[src/rtl/dock_path_latch.sv]
module dock_path_latch #(
  parameter int PATH_W = 16,
  parameter int IMM_W  = 13,
  parameter int DP_W   = 38,
  parameter int FLD_HI = 37,
  parameter int FLD_LO = 26
) (
  input  logic              clk,
  input  logic              rst_n,
  input  logic              mv_go,
  input  logic              pred_ok,
  input  logic [1:0]        src_sel,
  input  logic [IMM_W-1:0]  imm_path,
  input  logic [DP_W-1:0]   dp_word,
  input  logic              flush_bit,
  output logic [PATH_W-1:0] path_q,
  output logic              flush_q
);
  localparam int FLD_W = FLD_HI - FLD_LO + 1;
  localparam logic [1:0] SEL_KEEP = 2'b00;
  localparam logic [1:0] SEL_IMM  = 2'b01;
  localparam logic [1:0] SEL_DATA = 2'b10;

  logic              take;
  logic [FLD_W-1:0]  dp_fld;
  logic [PATH_W-1:0] imm_ext, dp_ext;

  assign take    = mv_go & pred_ok;
  assign dp_fld  = dp_word[FLD_HI:FLD_LO];
  assign imm_ext = {{(PATH_W-IMM_W){imm_path[IMM_W-1]}}, imm_path};
  assign dp_ext  = {{(PATH_W-FLD_W){dp_fld[FLD_W-1]}}, dp_fld};

  always_ff @(posedge clk or negedge rst_n) begin
    if (!rst_n) begin
      path_q  <= '0;
      flush_q <= 1'b0;
    end else if (take) begin
      case (src_sel)
        SEL_IMM:  path_q  <= imm_ext;
        SEL_DATA: path_q  <= dp_ext;
        SEL_KEEP: flush_q <= flush_bit;
        default:  ;
      endcase
    end
  end

  AST_IDLE_STABLE: assert property (@(posedge clk) disable iff (!rst_n)
    !(mv_go && pred_ok) |=> $stable(path_q) && $stable(flush_q));
  AST_IMM_LOAD: assert property (@(posedge clk) disable iff (!rst_n)
    (mv_go && pred_ok && src_sel == 2'b01) |=>
      path_q == {{(PATH_W-IMM_W){$past(imm_path[IMM_W-1])}}, $past(imm_path)});
  AST_DATA_LOAD: assert property (@(posedge clk) disable iff (!rst_n)
    (mv_go && pred_ok && src_sel == 2'b10) |=>
      path_q[FLD_W-1:0] == $past(dp_word[FLD_HI:FLD_LO])
      && (path_q[PATH_W-1:FLD_W] == '0 || path_q[PATH_W-1:FLD_W] == '1));
  AST_KEEP_FLUSH: assert property (@(posedge clk) disable iff (!rst_n)
    (mv_go && pred_ok && src_sel == 2'b00) |=>
      $stable(path_q) && flush_q == $past(flush_bit));
  AST_LOAD_FLUSH_HELD: assert property (@(posedge clk) disable iff (!rst_n)
    (mv_go && pred_ok && (src_sel == 2'b01 || src_sel == 2'b10)) |=> $stable(flush_q));
  AST_RSVD_NOP: assert property (@(posedge clk) disable iff (!rst_n)
    (mv_go && pred_ok && src_sel == 2'b11) |=> $stable(path_q) && $stable(flush_q));
endmodule

[config.mk]
export PLATFORM = sky130hd
export DESIGN_NAME = dock_path_latch
export DESIGN_NICKNAME = d
export VERILOG_FILES = /design/src/rtl/dock_path_latch.sv
export SDC_FILE = /design/constraint.sdc
export NUM_CORES = 1
export LEC_CHECK = 0
export BUFFER_PORTS_ARGS = -buffer_cell sky130_fd_sc_hd__clkbuf_2
export CAP_MARGIN = 20
export CORE_MARGIN = 5
export CORE_UTILIZATION = 32
export CTS_CLUSTER_DIAMETER = 200
export DETAILED_ROUTE_END_ITERATION = 10
export GPL_TIMING_DRIVEN = 0
export PLACE_DENSITY = 0.78
export SYNTH_ARGS = -nofsm -noshare
export SYNTH_HDL_FRONTEND = slang
export SYNTH_SLANG_ARGS = --single-unit
[constraint.sdc]
create_clock -name clk -period 0.8 [get_ports clk]
set_input_delay 0.08 -clock clk [delete_from_list [all_inputs] [get_ports clk]]
set_output_delay 0.08 -clock clk [all_outputs]
set_load 0.05 [all_outputs]
; ---- Yosys cells after proc, flatten, opt, wreduce, memory -nomap -nowiden
; Cells that the tools add are included.
[classes]
n_addsub = 0
multipliers = 0
n_div = 0
n_lt_le_gt_ge = 0
eq_ne = 2
n_shift = 0
n_mux = 1
bitwise = 1
reduce_logical = 4
[op_table]
columns = cell, n
row1 = one-hot mux 16 bit (2 select lines), 1
row2 = AND reduction 2 bit, 2
row3 = == test 2 x 1 -> 1 bit (second input constant), 1
row4 = == test 2 bit (second input constant), 1
row5 = logical NOT 2 bit, 1
row6 = nonzero test 2 bit, 1
row7 = AND 1 bit, 1
[word_totals]
ff_bits = 17
latchBits = 0
ram_bits = 0
mem_bits_ro = 0
out_inout_bits = 17
wordCells = 10
memories = 0

; ---- Longest topological paths before layout
; Gate-level depths: netlist of run 1.
[logic_depth]
depth_word = 3
mapped_depth = 6

; ---- Worst setup path before layout of run 1
; OpenSTA, ideal clock, no wires.
[synth_path]
kind = reg2out
from = register path_q[14] (netlist name)
to = output path_q[13]
arrival_ns = 0.941
required_time_ns = 0.720
path_slack_ns = -0.221
stages_incl_launch_ff = 2
path_cell_list = dfrtp_1 -> buf_4
[synth_rtl]
columns = item, line
row1 = end: declaration, 16  ; output logic [PATH_W-1:0] path_q,

==> run metrics, run 1 <==
library cells used by synthesis=14; Worst Slack Setup Final=-309 ps; Switch Pwr=1.46 mW; flop-to-flop setup slack=0 ps; Post-DP Area=1160 µm²; Setup-failing EPs final=18; CTS H-tree depth=1; Cell Pwr Density=2380 nW/µm²; CTS sink count=14; Comb power frac=0.580; CTS max path bufs=2; FILL cells=200; CTS tree=yes; internal power=2.00 mW; Core Rows=18; Total Neg Setup Slack=-2850 ps; max layer used=met3; WL met3=229 µm; Root Driver=clkbuf_4; initial antenna violation count=0; DR vias/cell=5.04; reg2reg start=path_q[14]$_DFFE_PN0P_; max-capacitance violation count=0; HPWL after detailed placement=1620 µm; die area=3620 µm²; largest cells by area after synthesis=dfrtp_1 44%, mux2i_1 16%, a21oi_2 11%; all-layer global routing usage=0.136; layout cell share with drive strength beyond 1=0.780; # IOs=75; Top delay family on crit path=flip-flops; total power=3.46 mW; vias=771; Post-Syn Nets=129; top cell type's share of synthesized area=0.435; final instance area=1460 µm²; register area share after synthesis=0.435; CP startpoint kind=flip-flop; Max-slew headroom=0.757; largest net degree at the start of global routing=15; Tmin final=1110 ps; ant diodes=0; gpl congestion=0.756; slowest stage delay, CP=460 ps; failing checks=negative setup slack; global-route wire length before repair=3670 µm; Max stage delay cell, worst path=dfrtp_2; YS warnings=0; worst-path cell chain=buf_8 -> clkbuf_16; Post-route DRC=0; path category of the worst min-delay check=in -> reg; critical path arrival=1030 ps; CTS Buf Count=3; area delta synth->final=81.2%; achievable frequency=902 MHz; WS Path Type=reg -> out; core area=2430 µm²; fin nets=185; die height=60.1 µm; ANT nets after route=0; WHS Endpoint=flush_q$_DFFE_PN0P_; #FFs+latches synth=14; unrepaired setup endpoints after global routing=yes; CP max FO=5; Fin Clk Skew=0 ps; average cell area after synthesis=11.7 µm²; grt total ovfl=0; Met1 Routed Length=877 µm; r2r worst-path depth=2; Hold Vio Cnt, Final=0; commonest cells after routing, fill and taps aside=29 x clkbuf_2, 16 x buf_8, 14 x dfrtp_2, 12 x a31oi_1; number of global-route vias before repair=816; initial DRC count=8; Clock Power Share=0.112; most common cell after layout, fill and taps aside=clkbuf_2; wire per inst=15.4 µm; CTS clk-pin slew, worst paths=80 ps; PortBufs=48; wirelength, routed=2350 µm; Flop pwr share=0.309; met2 wire len=1250 µm; FF-to-FF End=path_q[14]$_DFFE_PN0P_; status=complete, but fails checks; fin. max-slew vios=0; Crit. End Element=output port; worst-margin pin slew=364 ps; DIE WIDTH=60.1 µm; CP bufs+invs=2; Mapped Area=805 µm²; maximum VDD drop=1.36 mV; Initial Utilization=0.331; Clock Latency Late Sink=270 ps; leak pwr=0.639 nW; Net Sw Frac=0.422; min-delay src=flush_bit; crit share post-route=1.39; Post-Synthesis Cells=69; Pre-antenna DRT Iters=4; required time of the critical path=720 ps; WHS Path Cells=2; cell taking the most area after synthesis=dfrtp_1
cell families after synthesis:
kind of cell,after synthesis,synth area share
mux,14,0.176
buf+inv,11,0.109
fa+ha+maj,2,0.0311
flops,14,0.435
simple gates,2,0.0202
compound gates,26,0.229
sequential cells by signal, indices dropped and copies added (netlist names):
name,cells
path_q,13
flush_q,1
timing repair:
action | CTS | global route
gates cloned | 0 | 1
gates resized for setup | 42 | 21
endpoints found under the setup margin | 27 | 27
hold buffers | 1 | 0
buffers inserted | 2 | 0
endpoints found under the hold margin | 14 | 0
pin swaps | 0 | 1
metrics by stage:
stage	setup WS [ps]	instances	hold slack (ps)	utilization
after floorplan	-100	69	-216	-
final	-309	153	40.1	0.599
after global routing	-344	153	38.1	0.599
after CTS	-315	152	36.3	0.573
after detailed placement	-344	147	7.07	0.478
after global placement	-315	147	-4.83	0.478
worst max path at each step:
stage	from	to	slack (ps)	depth (start not counted)
6_report	path_q[14]$_DFFE_PN0P_	path_q[15]	-310	2
5_1_grt	path_q[14]$_DFFE_PN0P_	path_q[14]	-340	2
4_1_cts	path_q[14]$_DFFE_PN0P_	path_q[13]	-310	2
3_5_place_dp	src_sel[0]	path_q[0]$_DFFE_PN0P_	-340	6
3_3_place_gp	src_sel[0]	path_q[0]$_DFFE_PN0P_	-310	6
2_1_floorplan	flush_q$_DFFE_PN0P_	flush_q$_DFFE_PN0P_	-100	1
power by group through the flow:
stage / Combinational (mW) / Clock (mW) / Sequential [mW]
2_1_floorplan: 0.555 / 0 / 1.59
3_3_place_gp: 1.47 / 0 / 1.01
3_5_place_dp: 1.50 / 0 / 1.01
4_1_cts: 1.91 / 0.402 / 1.02
5_1_grt: 2.09 / 0.426 / 1.09
6_report: 2.01 / 0.386 / 1.07
cells in the mapped netlist (all sizes together):
cell	n
nand3	1
a31oi	13
mux2	1
and3	1
dfrtp	14
inv	2
buf	9
mux2i	13
a21oi	13
ha	2
per-layer routing:
layer | global-route usage | up-vias
li1 | - | 372
met1 | 0.162 | 362
met2 | 0.241 | 37
met3 | 0.0432 | 0
met4 | 0.0190 | 0
met5 | 0 | -
area by class of cell:
| cell class | instances | area [µm²] | area share |
|---|---|---|---|
| inverters | 2 | 22.5 | 0.0155 |
| plain buffers | 8 | 93.8 | 0.0644 |
| repair buffers | 52 | 492 | 0.337 |
| multi-input cells | 44 | 422 | 0.289 |
| flip-flops and latches | 14 | 368 | 0.252 |
| clock buffers | 3 | 22.5 | 0.0155 |
| well taps | 30 | 37.5 | 0.0258 |
Note: power is estimated with default switching activity, not from simulation.
==> run 2: changes to the inputs <==
PLACE_DENSITY = unset   (was 0.78)
PLACE_DENSITY_LB_ADDON = 0.1   (was unset)
==> run 2 against run 1 <==
Compared with the run above: the flow still finishes with violations (negative setup slack); maximum frequency decreased by 0.12%; critical path type unchanged; setup slack worse by 1.3 ps; clock-buffer cell count unchanged; clock skew unchanged; cell count shrank 0.65%; first-iteration DRC count up 110%; clock power rose by 2%.
==> run metrics, run 2 (same netlist as run 1, synthesis figures left out) <==
ANT nets after route=0 (unchanged); CTS max path bufs=2 (unchanged); Setup-failing EPs final=20 (+2); grt total ovfl=0 (unchanged); gpl congestion=0.669 (-12%); WS Path Type=reg -> out; commonest cells after routing, fill and taps aside=29 x clkbuf_2, 15 x buf_8, 14 x dfrtp_2, 11 x mux2i_1, 10 x a21oi_2; CTS clk-pin slew, worst paths=90 ps (about the same); WHS Path Cells=2 (unchanged); DR vias/cell=5.10 (+1.2%); flop-to-flop setup slack=-40 ps (-40 ps); die area=3620 µm² (unchanged); CP startpoint kind=flip-flop; CTS sink count=14 (unchanged); fin. max-slew vios=0 (unchanged); most common cell after layout, fill and taps aside=clkbuf_2; Cell Pwr Density=2390 nW/µm² (+0.40%); CTS H-tree depth=1 (unchanged); CTS Buf Count=3 (unchanged); Hold Vio Cnt, Final=0 (unchanged); crit share post-route=1.39 (+0.00165); Post-route DRC=0 (unchanged); # IOs=75 (unchanged); Max-slew headroom=0.756 (-0.00145); Initial Utilization=0.331 (unchanged); final instance area=1490 µm² (+2.1%); wirelength, routed=2430 µm (+3.1%); reg2reg start=path_q[11]$_DFFE_PN0P_; Crit. End Element=output port; Core Rows=18 (unchanged); Worst Slack Setup Final=-310 ps (-1.32 ps); Pre-antenna DRT Iters=4 (unchanged); FF-to-FF End=path_q[11]$_DFFE_PN0P_; critical path arrival=1030 ps (about the same); achievable frequency=901 MHz (-0.12%); core area=2430 µm² (unchanged); FILL cells=213 (+6.5%); die height=60.1 µm (unchanged); wire per inst=16.0 µm (+3.7%); vias=775 (+0.52%); number of global-route vias before repair=823 (+0.86%); layout cell share with drive strength beyond 1=0.795 (+0.0146); WHS Endpoint=flush_q$_DFFE_PN0P_; HPWL after detailed placement=1670 µm (+3.5%); CTS tree=yes; leak pwr=0.641 nW (+0.37%); CP startpoint=path_q[14]$_DFFE_PN0P_; worst-margin pin slew=366 ps (+2.18 ps); Fin Clk Skew=0 ps (unchanged); Final Util=0.612 (+0.0123); initial DRC count=17 (+9); Largest regs=path_q x13, flush_q x1; PortBufs=48 (unchanged); failing checks=negative setup slack; r2r worst-path depth=3 (+1); CP max FO=5 (unchanged); largest net degree at the start of global routing=15 (unchanged); ant diodes=0 (unchanged); Reg with most FFs=path_q; path category of the worst min-delay check=in -> reg; Multi-input gate area=445 µm² (+5.6%); Tmin final=1110 ps (+1.32 ps); all-layer global routing usage=0.146 (+0.00998); register area=368 µm² (unchanged); Root Driver=clkbuf_4; max reg flops=13 (unchanged); required time of the critical path=720 ps (about the same); area delta synth->final=84.9%; status=complete, but fails checks; Clock Latency Late Sink=270 ps (about the same); global-route wire length before repair=3850 µm (+4.9%); min-delay src=flush_bit; DIE WIDTH=60.1 µm (unchanged); Post-DP Area=1160 µm² (unchanged); initial antenna violation count=0 (unchanged); maximum VDD drop=1.44 mV (+6.5%); Worst Hold Margin=41.3 ps (+1.12 ps); max-capacitance violation count=0 (unchanged); unrepaired setup endpoints after global routing=yes; fin nets=184 (-0.54%)
[run 2: area by class of cell]
| type | count | area share |
|---|---|---|
| inverters | 2 | 0.0151 |
| plain buffers | 8 | 0.0631 |
| well taps | 30 | 0.0252 |
| repair buffers | 51 | 0.335 |
| flip-flops and latches | 14 | 0.247 |
| multi-input cells | 44 | 0.299 |
| clock buffers | 3 | 0.0151 |
[run 2: stage by stage]
stage	std cells	power [mW]	setup slack, ps	setup TNS (ps)
global route	152	3.71	-352	-3640
detailed placement	147	2.52	-369	-4210
floorplan	69	2.14	-100	-1020
global placement	147	2.49	-326	-4040
CTS	151	3.42	-316	-3280
finish	152	3.55	-310	-2990
[run 2: worst max-delay path: stages, from the launching register on]
cell       delay, ps
dfrtp_2          460
buf_6            140
clkbuf_16        160
[run 2: power by group]
group	internal [mW]	total, mW	switching [mW]
logic	0.977	2.07	1.10
registers	0.900	1.08	0.181
clock network	0.174	0.393	0.219
total	2.05	3.55	1.50
[run 2: worst max path at each step]
stage | to | slack (ps) | cells after the start
after floorplan | flush_q$_DFFE_PN0P_ | -100 | 1
after global placement | path_q[14]$_DFFE_PN0P_ | -330 | 6
after detailed placement | path_q[14]$_DFFE_PN0P_ | -370 | 7
after CTS | path_q[14] | -320 | 2
after global routing | path_q[13] | -350 | 2
final | path_q[13] | -310 | 2
[run 2: timing repair]
action,in CTS,in global routing
cloned,0,1
endpoints found under the setup margin,27,28
hold buffers,1,0
endpoints found under the hold margin,14,0
resized for setup,46,21
buffers inserted,1,0
[run 2: metal layers]
metal | GRT usage | vias to the layer above | routed length [µm]
li1 | - | 365 | -
met1 | 0.167 | 374 | 917
met2 | 0.250 | 30 | 1270
met3 | 0.0410 | 6 | 174
met4 | 0.0633 | 0 | 64
met5 | 0 | - | 0
